**src/rtl/cwm_pkg.sv**
```systemverilog
package cwm_pkg;
    typedef enum logic [2:0] {
        EV_NONE  = 3'd0,
        EV_FILL  = 3'd1,
        EV_READ  = 3'd2,
        EV_WRITE = 3'd3,
        EV_EVICT = 3'd4,
        EV_INVAL = 3'd5
    } cwm_op_e;

    typedef enum logic [1:0] {
        WS_IDLE  = 2'd0,
        WS_RDPND = 2'd1,
        WS_DIRTY = 2'd2
    } cwm_wstate_e;
endpackage

```
**src/rtl/cwm_cycle_counter.sv**
```systemverilog
module cwm_cycle_counter #(
    parameter int CNT_W = 48
) (
    input  logic             clk,
    input  logic             rst_n,
    input  logic             clr_i,
    output logic [CNT_W-1:0] now_o
);
    localparam logic [CNT_W-1:0] CNT_MAX = '1;

    typedef struct packed {
        logic [CNT_W-1:0] cnt;
    } cnt_st_t;

    cnt_st_t s_d, s_q;

    always_comb begin
        s_d = s_q;
        if (clr_i)
            s_d.cnt = '0;
        else if (s_q.cnt != CNT_MAX)
            s_d.cnt = s_q.cnt + 1'b1;
    end

    always_ff @(posedge clk or negedge rst_n) begin
        if (!rst_n) s_q <= '0;
        else        s_q <= s_d;
    end

    assign now_o = s_q.cnt;


    cycle_step_chk: assert property (@(posedge clk) disable iff (!rst_n)
        (!clr_i && now_o != CNT_MAX) |=> now_o == $past(now_o) + 1'b1);

    cycle_sat_hold_chk: assert property (@(posedge clk) disable iff (!rst_n)
        (!clr_i && now_o == CNT_MAX) |=> now_o == CNT_MAX);

    cycle_clear_chk: assert property (@(posedge clk) disable iff (!rst_n)
        clr_i |=> now_o == '0);
endmodule

```
**src/rtl/cwm_word_table.sv**
```systemverilog
module cwm_word_table
    import cwm_pkg::*;
#(
    parameter int SETS  = 4,
    parameter int WAYS  = 2,
    parameter int WPL   = 4,
    parameter int CNT_W = 48,
    localparam int SET_W  = $clog2(SETS),
    localparam int WAY_W  = (WAYS > 1) ? $clog2(WAYS) : 1,
    localparam int WORD_W = (WPL > 1) ? $clog2(WPL) : 1,
    localparam int CR_W   = CNT_W + $clog2(WPL) + 1
) (
    input  logic              clk,
    input  logic              rst_n,
    input  logic              clr_i,
    input  cwm_op_e           op_i,
    input  logic [SET_W-1:0]  set_i,
    input  logic [WAY_W-1:0]  way_i,
    input  logic [WORD_W-1:0] word_i,
    input  logic              dirty_i,
    input  logic [CNT_W-1:0]  now_i,
    output logic [CR_W-1:0]   credit_o
);
    localparam int NW    = SETS * WAYS * WPL;
    localparam int IDX_W = $clog2(NW);

    typedef struct packed {
        cwm_wstate_e [NW-1:0]            st;
        logic [NW-1:0][CNT_W-1:0]        ts;
    } tbl_st_t;

    tbl_st_t t_d, t_q;
    logic [IDX_W-1:0] base_idx;
    logic [IDX_W-1:0] word_idx;
    logic [CNT_W-1:0] span;
    logic [CR_W-1:0]  credit;

    always_comb begin
        base_idx = IDX_W'((int'(set_i) * WAYS + int'(way_i)) * WPL);
        word_idx = base_idx + IDX_W'(word_i);
    end

    always_comb begin
        t_d    = t_q;
        credit = '0;
        span   = '0;
        if (clr_i) begin
            for (int i = 0; i < NW; i++) t_d.st[i] = WS_IDLE;
        end else begin
            case (op_i)
                EV_FILL: begin
                    for (int w = 0; w < WPL; w++) begin
                        t_d.st[int'(base_idx) + w] = WS_RDPND;
                        t_d.ts[int'(base_idx) + w] = now_i;
                    end
                end
                EV_READ: begin
                    if (t_q.st[word_idx] == WS_RDPND) begin
                        span             = now_i - t_q.ts[word_idx];
                        credit           = CR_W'(span);
                        t_d.ts[word_idx] = now_i;
                    end
                end
                EV_WRITE: begin
                    t_d.st[word_idx] = WS_DIRTY;
                    t_d.ts[word_idx] = now_i;
                end
                EV_EVICT: begin
                    for (int w = 0; w < WPL; w++) begin
                        if (dirty_i && t_q.st[int'(base_idx) + w] == WS_DIRTY) begin
                            span   = now_i - t_q.ts[int'(base_idx) + w];
                            credit = credit + CR_W'(span);
                        end
                        t_d.st[int'(base_idx) + w] = WS_IDLE;
                    end
                end
                EV_INVAL: begin
                    for (int w = 0; w < WPL; w++) t_d.st[int'(base_idx) + w] = WS_IDLE;
                end
                default: ;
            endcase
        end
    end

    always_ff @(posedge clk or negedge rst_n) begin
        if (!rst_n) t_q <= '0;
        else        t_q <= t_d;
    end

    assign credit_o = credit;


    read_bound_chk: assert property (@(posedge clk) disable iff (!rst_n)
        (op_i == EV_READ) |-> credit_o <= CR_W'(now_i));

    clean_evict_free_chk: assert property (@(posedge clk) disable iff (!rst_n)
        ((op_i == EV_EVICT && !dirty_i) || op_i == EV_INVAL || op_i == EV_FILL) |-> credit_o == '0);

    dirty_read_free_chk: assert property (@(posedge clk) disable iff (!rst_n)
        (op_i == EV_READ && t_q.st[word_idx] == WS_DIRTY) |-> credit_o == '0);

    clear_free_chk: assert property (@(posedge clk) disable iff (!rst_n)
        clr_i |-> credit_o == '0);
endmodule

```
**src/rtl/cwm_sat_accum.sv**
```systemverilog
module cwm_sat_accum #(
    parameter int ACC_W = 48,
    parameter int CR_W  = 51
) (
    input  logic             clk,
    input  logic             rst_n,
    input  logic             clr_i,
    input  logic [CR_W-1:0]  credit_i,
    output logic [ACC_W-1:0] total_o
);
    localparam int SUM_W = ((ACC_W > CR_W) ? ACC_W : CR_W) + 1;
    localparam logic [ACC_W-1:0] ACC_MAX = '1;

    typedef struct packed {
        logic [ACC_W-1:0] acc;
    } acc_st_t;

    acc_st_t a_d, a_q;
    logic [SUM_W-1:0] sum;

    always_comb begin
        a_d = a_q;
        sum = SUM_W'(a_q.acc) + SUM_W'(credit_i);
        if (clr_i)
            a_d.acc = '0;
        else if (sum > SUM_W'(ACC_MAX))
            a_d.acc = ACC_MAX;
        else
            a_d.acc = sum[ACC_W-1:0];
    end

    always_ff @(posedge clk or negedge rst_n) begin
        if (!rst_n) a_q <= '0;
        else        a_q <= a_d;
    end

    assign total_o = a_q.acc;


    total_monotonic_chk: assert property (@(posedge clk) disable iff (!rst_n)
        !clr_i |=> total_o >= $past(total_o));

    total_sat_hold_chk: assert property (@(posedge clk) disable iff (!rst_n)
        (!clr_i && total_o == ACC_MAX) |=> total_o == ACC_MAX);

    total_clear_chk: assert property (@(posedge clk) disable iff (!rst_n)
        clr_i |=> total_o == '0);
endmodule

```
**src/rtl/crit_residency_mon.sv**
```systemverilog
module crit_residency_mon
    import cwm_pkg::*;
#(
    parameter int SETS  = 4,
    parameter int WAYS  = 2,
    parameter int WPL   = 4,
    parameter int CNT_W = 48,
    parameter int ACC_W = 48,
    localparam int SET_W  = $clog2(SETS),
    localparam int WAY_W  = (WAYS > 1) ? $clog2(WAYS) : 1,
    localparam int WORD_W = (WPL > 1) ? $clog2(WPL) : 1,
    localparam int CR_W   = CNT_W + $clog2(WPL) + 1
) (
    input  logic              clk,
    input  logic              rst_n,
    input  logic              clr_i,
    input  logic [2:0]        ev_op_i,
    input  logic [SET_W-1:0]  ev_set_i,
    input  logic [WAY_W-1:0]  ev_way_i,
    input  logic [WORD_W-1:0] ev_word_i,
    input  logic              ev_dirty_i,
    output logic [ACC_W-1:0]  crit_total_o,
    output logic [CNT_W-1:0]  elapsed_o
);
    cwm_op_e          op;
    logic [CNT_W-1:0] now;
    logic [CR_W-1:0]  credit;

    assign op = cwm_op_e'(ev_op_i);

    cwm_cycle_counter #(.CNT_W(CNT_W)) u_clock (
        .clk   (clk),
        .rst_n (rst_n),
        .clr_i (clr_i),
        .now_o (now)
    );

    cwm_word_table #(
        .SETS(SETS), .WAYS(WAYS), .WPL(WPL), .CNT_W(CNT_W)
    ) u_table (
        .clk      (clk),
        .rst_n    (rst_n),
        .clr_i    (clr_i),
        .op_i     (op),
        .set_i    (ev_set_i),
        .way_i    (ev_way_i),
        .word_i   (ev_word_i),
        .dirty_i  (ev_dirty_i),
        .now_i    (now),
        .credit_o (credit)
    );

    cwm_sat_accum #(.ACC_W(ACC_W), .CR_W(CR_W)) u_accum (
        .clk      (clk),
        .rst_n    (rst_n),
        .clr_i    (clr_i),
        .credit_i (credit),
        .total_o  (crit_total_o)
    );

    assign elapsed_o = now;


    idle_code_chk: assert property (@(posedge clk) disable iff (!rst_n)
        (!clr_i && ev_op_i > 3'd5) |=> crit_total_o == $past(crit_total_o));
endmodule

```
**config.mk**
```make
export PLATFORM = sky130hd
export DESIGN_NAME = crit_residency_mon
export DESIGN_NICKNAME = d
export VERILOG_FILES = /design/src/rtl/cwm_pkg.sv /design/src/rtl/cwm_cycle_counter.sv /design/src/rtl/cwm_word_table.sv /design/src/rtl/cwm_sat_accum.sv /design/src/rtl/crit_residency_mon.sv
export SDC_FILE = /design/constraint.sdc
export NUM_CORES = 2
export LEC_CHECK = 0
export BUFFER_PORTS_ARGS = -buffer_cell sky130_fd_sc_hd__buf_2
export CORE_AREA = 8 8 459 461
export CTS_CLUSTER_SIZE = 25
export DETAILED_ROUTE_END_ITERATION = 7
export DIE_AREA = 0 0 467 469
export PLACE_DENSITY = 0.69
export SKIP_LAST_GASP = 1
export SYNTH_ARGS = -nofsm -noshare
export SYNTH_HDL_FRONTEND = slang
export SYNTH_SLANG_ARGS = --single-unit
```
**constraint.sdc**
```tcl
create_clock -name clk -period 14.4 [get_ports clk]
set_input_delay 0.72 -clock clk [delete_from_list [all_inputs] [get_ports clk]]
set_output_delay 0.72 -clock clk [all_outputs]
set_load 0.03 [all_outputs]
```
==> metrics.md <==
| Metric | Value |
|---|---|
| Setup TNS | `0 ns` |
| Root Buffer | `clkbuf_16` |
| Reg-to-Reg End | `u_accum.total_o[9]` |
| Post-synth top area share | `38.2%` |
| Final Hold Fails | `0` |
| Number of global-route vias before repair | `86,200` |
| CTS tree | `built` |
| DRT iter0 DRCs | `11,100` |
| Clk sink count | `1,696` |
| Critical Path Start Type | `flop` |
| DR vias/cell | `7.18` |
| Final Worst Setup Slack | `roughly 1.1 ns` |
| Port Buf Inserts | `between 100 and 150` |
| Worst Path Arrival | `between 10 and 15 ns` |
| Final Cell Area | `122,000 um^2` |
| Critical path type | `flop to flop` |
| Mapped Nets | `9,876` |
| Post-DP Area | `116,000 um^2` |
| Critical Path Sink Type | `flop` |
| Worst EP required | `15.14 ns` |
| Fin. max-slew vios | `1` |
| Post-CTS sizing | `0` |
| Pint | `0.00882 W` |
| Switching share of power | `29.6%` |
| First-pass GRT wire length | `roughly 600,000 um` |
| Psw | `about 0.0037 W` |
| Die ar. | `219,000 um^2` |
| Reg2Reg Setup Slack | `roughly 1.1 ns` |
| Maximum VDD drop | `0.000124 V` |
| Clock slew at reported path FFs | `~0.06 ns` |
| Status | `finished, violations left` |
| Avg Inst Size Synth | `11.8 um^2` |
| Area leader, netlist | `dfrtp_1` |
| CP Capture Point | `u_accum.total_o[9]` |
| Most used cell, CP | `a21oi_1` |
| Reg2Reg Launch Point | `u_table.t_q[1018]` |
| Worst skew pair latency | `0.89 ns` |
| Final antenna-violating net count | `0` |
| Slowest Stage Delay on Critical Path | `0.46 ns` |
| Seq/Total Area, Yosys | `38.2%` |
| Leak pwr | `between 50 and 60 nW` |
| Ys flop type | `dfrtp_1` |
| DR pass1 iterations | `8` |
| Post-synth EDFFs | `0` |
| Failing checks | `design-rule violations, max-capacitance violations, max-slew violations` |
| Least-Margin Pin Slew | `1.49 ns` |
| Initial core utilization | `54.6%` |
| Period minus WS final | `between 10 and 15 ns` |
| CP max stage cell | `mux4_2` |
| Layout cell share with drive strength beyond 1 | `33.4%` |
| HP Class | `input pin to flop` |
| Unrepaired setup endpoints after global routing | `no` |
| Warnings, synthesis | `0` |
| Longest Clk Path Bufs | `3` |
| Sequential Power Share | `39.4%` |
| Pre-CTS setup slack | `0.617 ns` |
| Most common cell in the netlist | `dfrtp_1` |
| Final setup violating endpoints | `0` |
| Max FO, Critical Path | `43` |
| Hold slack final | `roughly 0.23 ns` |
| Synth top cells by count | `dfrtp_1, mux2_2, mux4_2, a21oi_1, clkbuf_1` |
| Antenna violations before repair | `43` |
| Hold path depth | `2` |
| DR WL/cell | `between 30 and 40 um` |
| DRC errors left | `3` |
| Via count | `slightly below 90,000` |
| Total track usage | `37.2%` |
| Share of synthesized flip-flops with an asynchronous set or reset | `100%` |
| Die H | `469 um` |
| Detailed Place HPWL | `285,000 um` |
| Power Density | `103 nW/um^2` |
| Nets | `9,801` |
| Distinct cells, synth | `90` |
| Comb pwr share | `20.0%` |
| Area growth syn-to-layout | `9.89%` |
| Mapped Area | `111,000 um^2` |
| Clock Skew | `roughly 0.042 ns` |
| CTS H-tree depth | `4` |
| Std cell rows | `166` |
| Total Wirelength | `around 420,000 um` |
| Rel. slew slack | `-1.92%` |
| Final Wtd Congestion | `1.02` |
| Gate Count Post-Synth | `9,426` |
| Yosys reg bits | `1,696` |
| TritonCTS Buffers | `184` |
| Die width | `467 um` |
| Total grt overflow | `0` |
| Core area | `203,000 um^2` |
| Largest net degree at the start of global routing | `172` |
| Worst r2r path cells | `61` |
| Achievable frequency | `about 75 MHz` |
| I/O pin count | `between 100 and 150` |
| Worst setup path start | `u_table.t_q[1018]` |
| Area contributors post-synth | `dfrtp_1, mux2_2, mux4_2` |
| Period utilisation layout | `between 90 and 100%` |
| Clock power frac | `between 40% and 50%` |
| Max Cap Viol | `1` |
==> layout make-up <==
cell class | instances | area [um^2]
Antenna cell | 13 | 32.5
Clock buffer | 276 | 5560
Clock inverter | 62 | 901
Fill cell | 16200 | 81300
Inverter | 146 | 556
Multi-Input combinational cell | 6821 | 65300
Sequential cell | 1696 | 42400
Tap cell | 2688 | 3360
Timing Repair Buffer | 502 | 3890
==> placed cells by master, fill, tap and decap left out, types with 189 or more instances in the layout <==
cell type  instances
mux4_2           674
a21o_1           259
nand2_1          350
dfrtp_1         1695
o21ai_0          237
nor2_1           437
buf_4            369
a21oi_1          577
xnor2_1          242
ha_1             429
clkbuf_16        189
mux2_2          1586
==> critical path, delay by kind of cell, from the launching register on <==
kind | cells | cell delay (ns)
fa+ha+maj | 5 | 1.61
buf+inv | 3 | 0.63
compound gates | 34 | 7.07
mux | 2 | 0.87
xor+xnor | 3 | 0.39
simple gates | 14 | 2.08
flops | 1 | 0.40
==> power groups by stage <==
stage	sequential (W)	combinational, W	clock [W]
after global routing	0.00495	0.00267	0.00530
after CTS	0.00494	0.00245	0.00512
after global placement	0.00502	0.00243	0
after floorplan	0.00501	0.00162	0
final	0.00494	0.00250	0.00508
after detailed placement	0.00502	0.00244	0
==> metrics by stage <==
stage	util (%)	std cells	power, W
after global routing	60.0	12200	0.0129
after floorplan	-	9426	0.00663
after detailed placement	56.8	11900	0.00746
final	60.0	12200	0.0125
after global placement	56.8	11900	0.00744
after CTS	60.0	12200	0.0125
==> per-layer routing <==
metal	track usage [%]	share of wire, %
met3	14.2	14
met1	50.8	39
met4	15.4	4.8
met2	53.3	42
met5	0.944	0.19
==> registers in the layout, indices dropped and copies added (netlist names) <==
| signal | cells |
|---|---|
| u_table.t_q | 1600 |
| u_accum.total_o | 48 |
| u_clock.now_o | 48 |
==> timing repair <==
item | 4_1_cts | 5_1_grt
hold buffers | 1 | 0
endpoints found under the hold margin | 143 | 0
setup buffers | 0 | 0
==> worst min path at each step <==
stage,start,to
floorplan,rst_n,u_accum.total_o[0]
global placement,u_table.t_q[815],u_table.t_q[815]
detailed placement,u_table.t_q[1007],u_table.t_q[1007]
CTS,clr_i,u_accum.total_o[14]
global route,clr_i,u_accum.total_o[37]
finish,clr_i,u_accum.total_o[43]
==> cells by family after synthesis <==
kind of cell	synth area share, %
adder cells (fa/ha/maj)	4.99
AO/OA/AOI/OAI	12.7
XOR/XNOR	3.17
flip-flops	38.2
AND/OR/NAND/NOR	6.29
buffers and inverters	3.31
multiplexers	31.3
No activity file was read; power rests on OpenSTA's default activity.
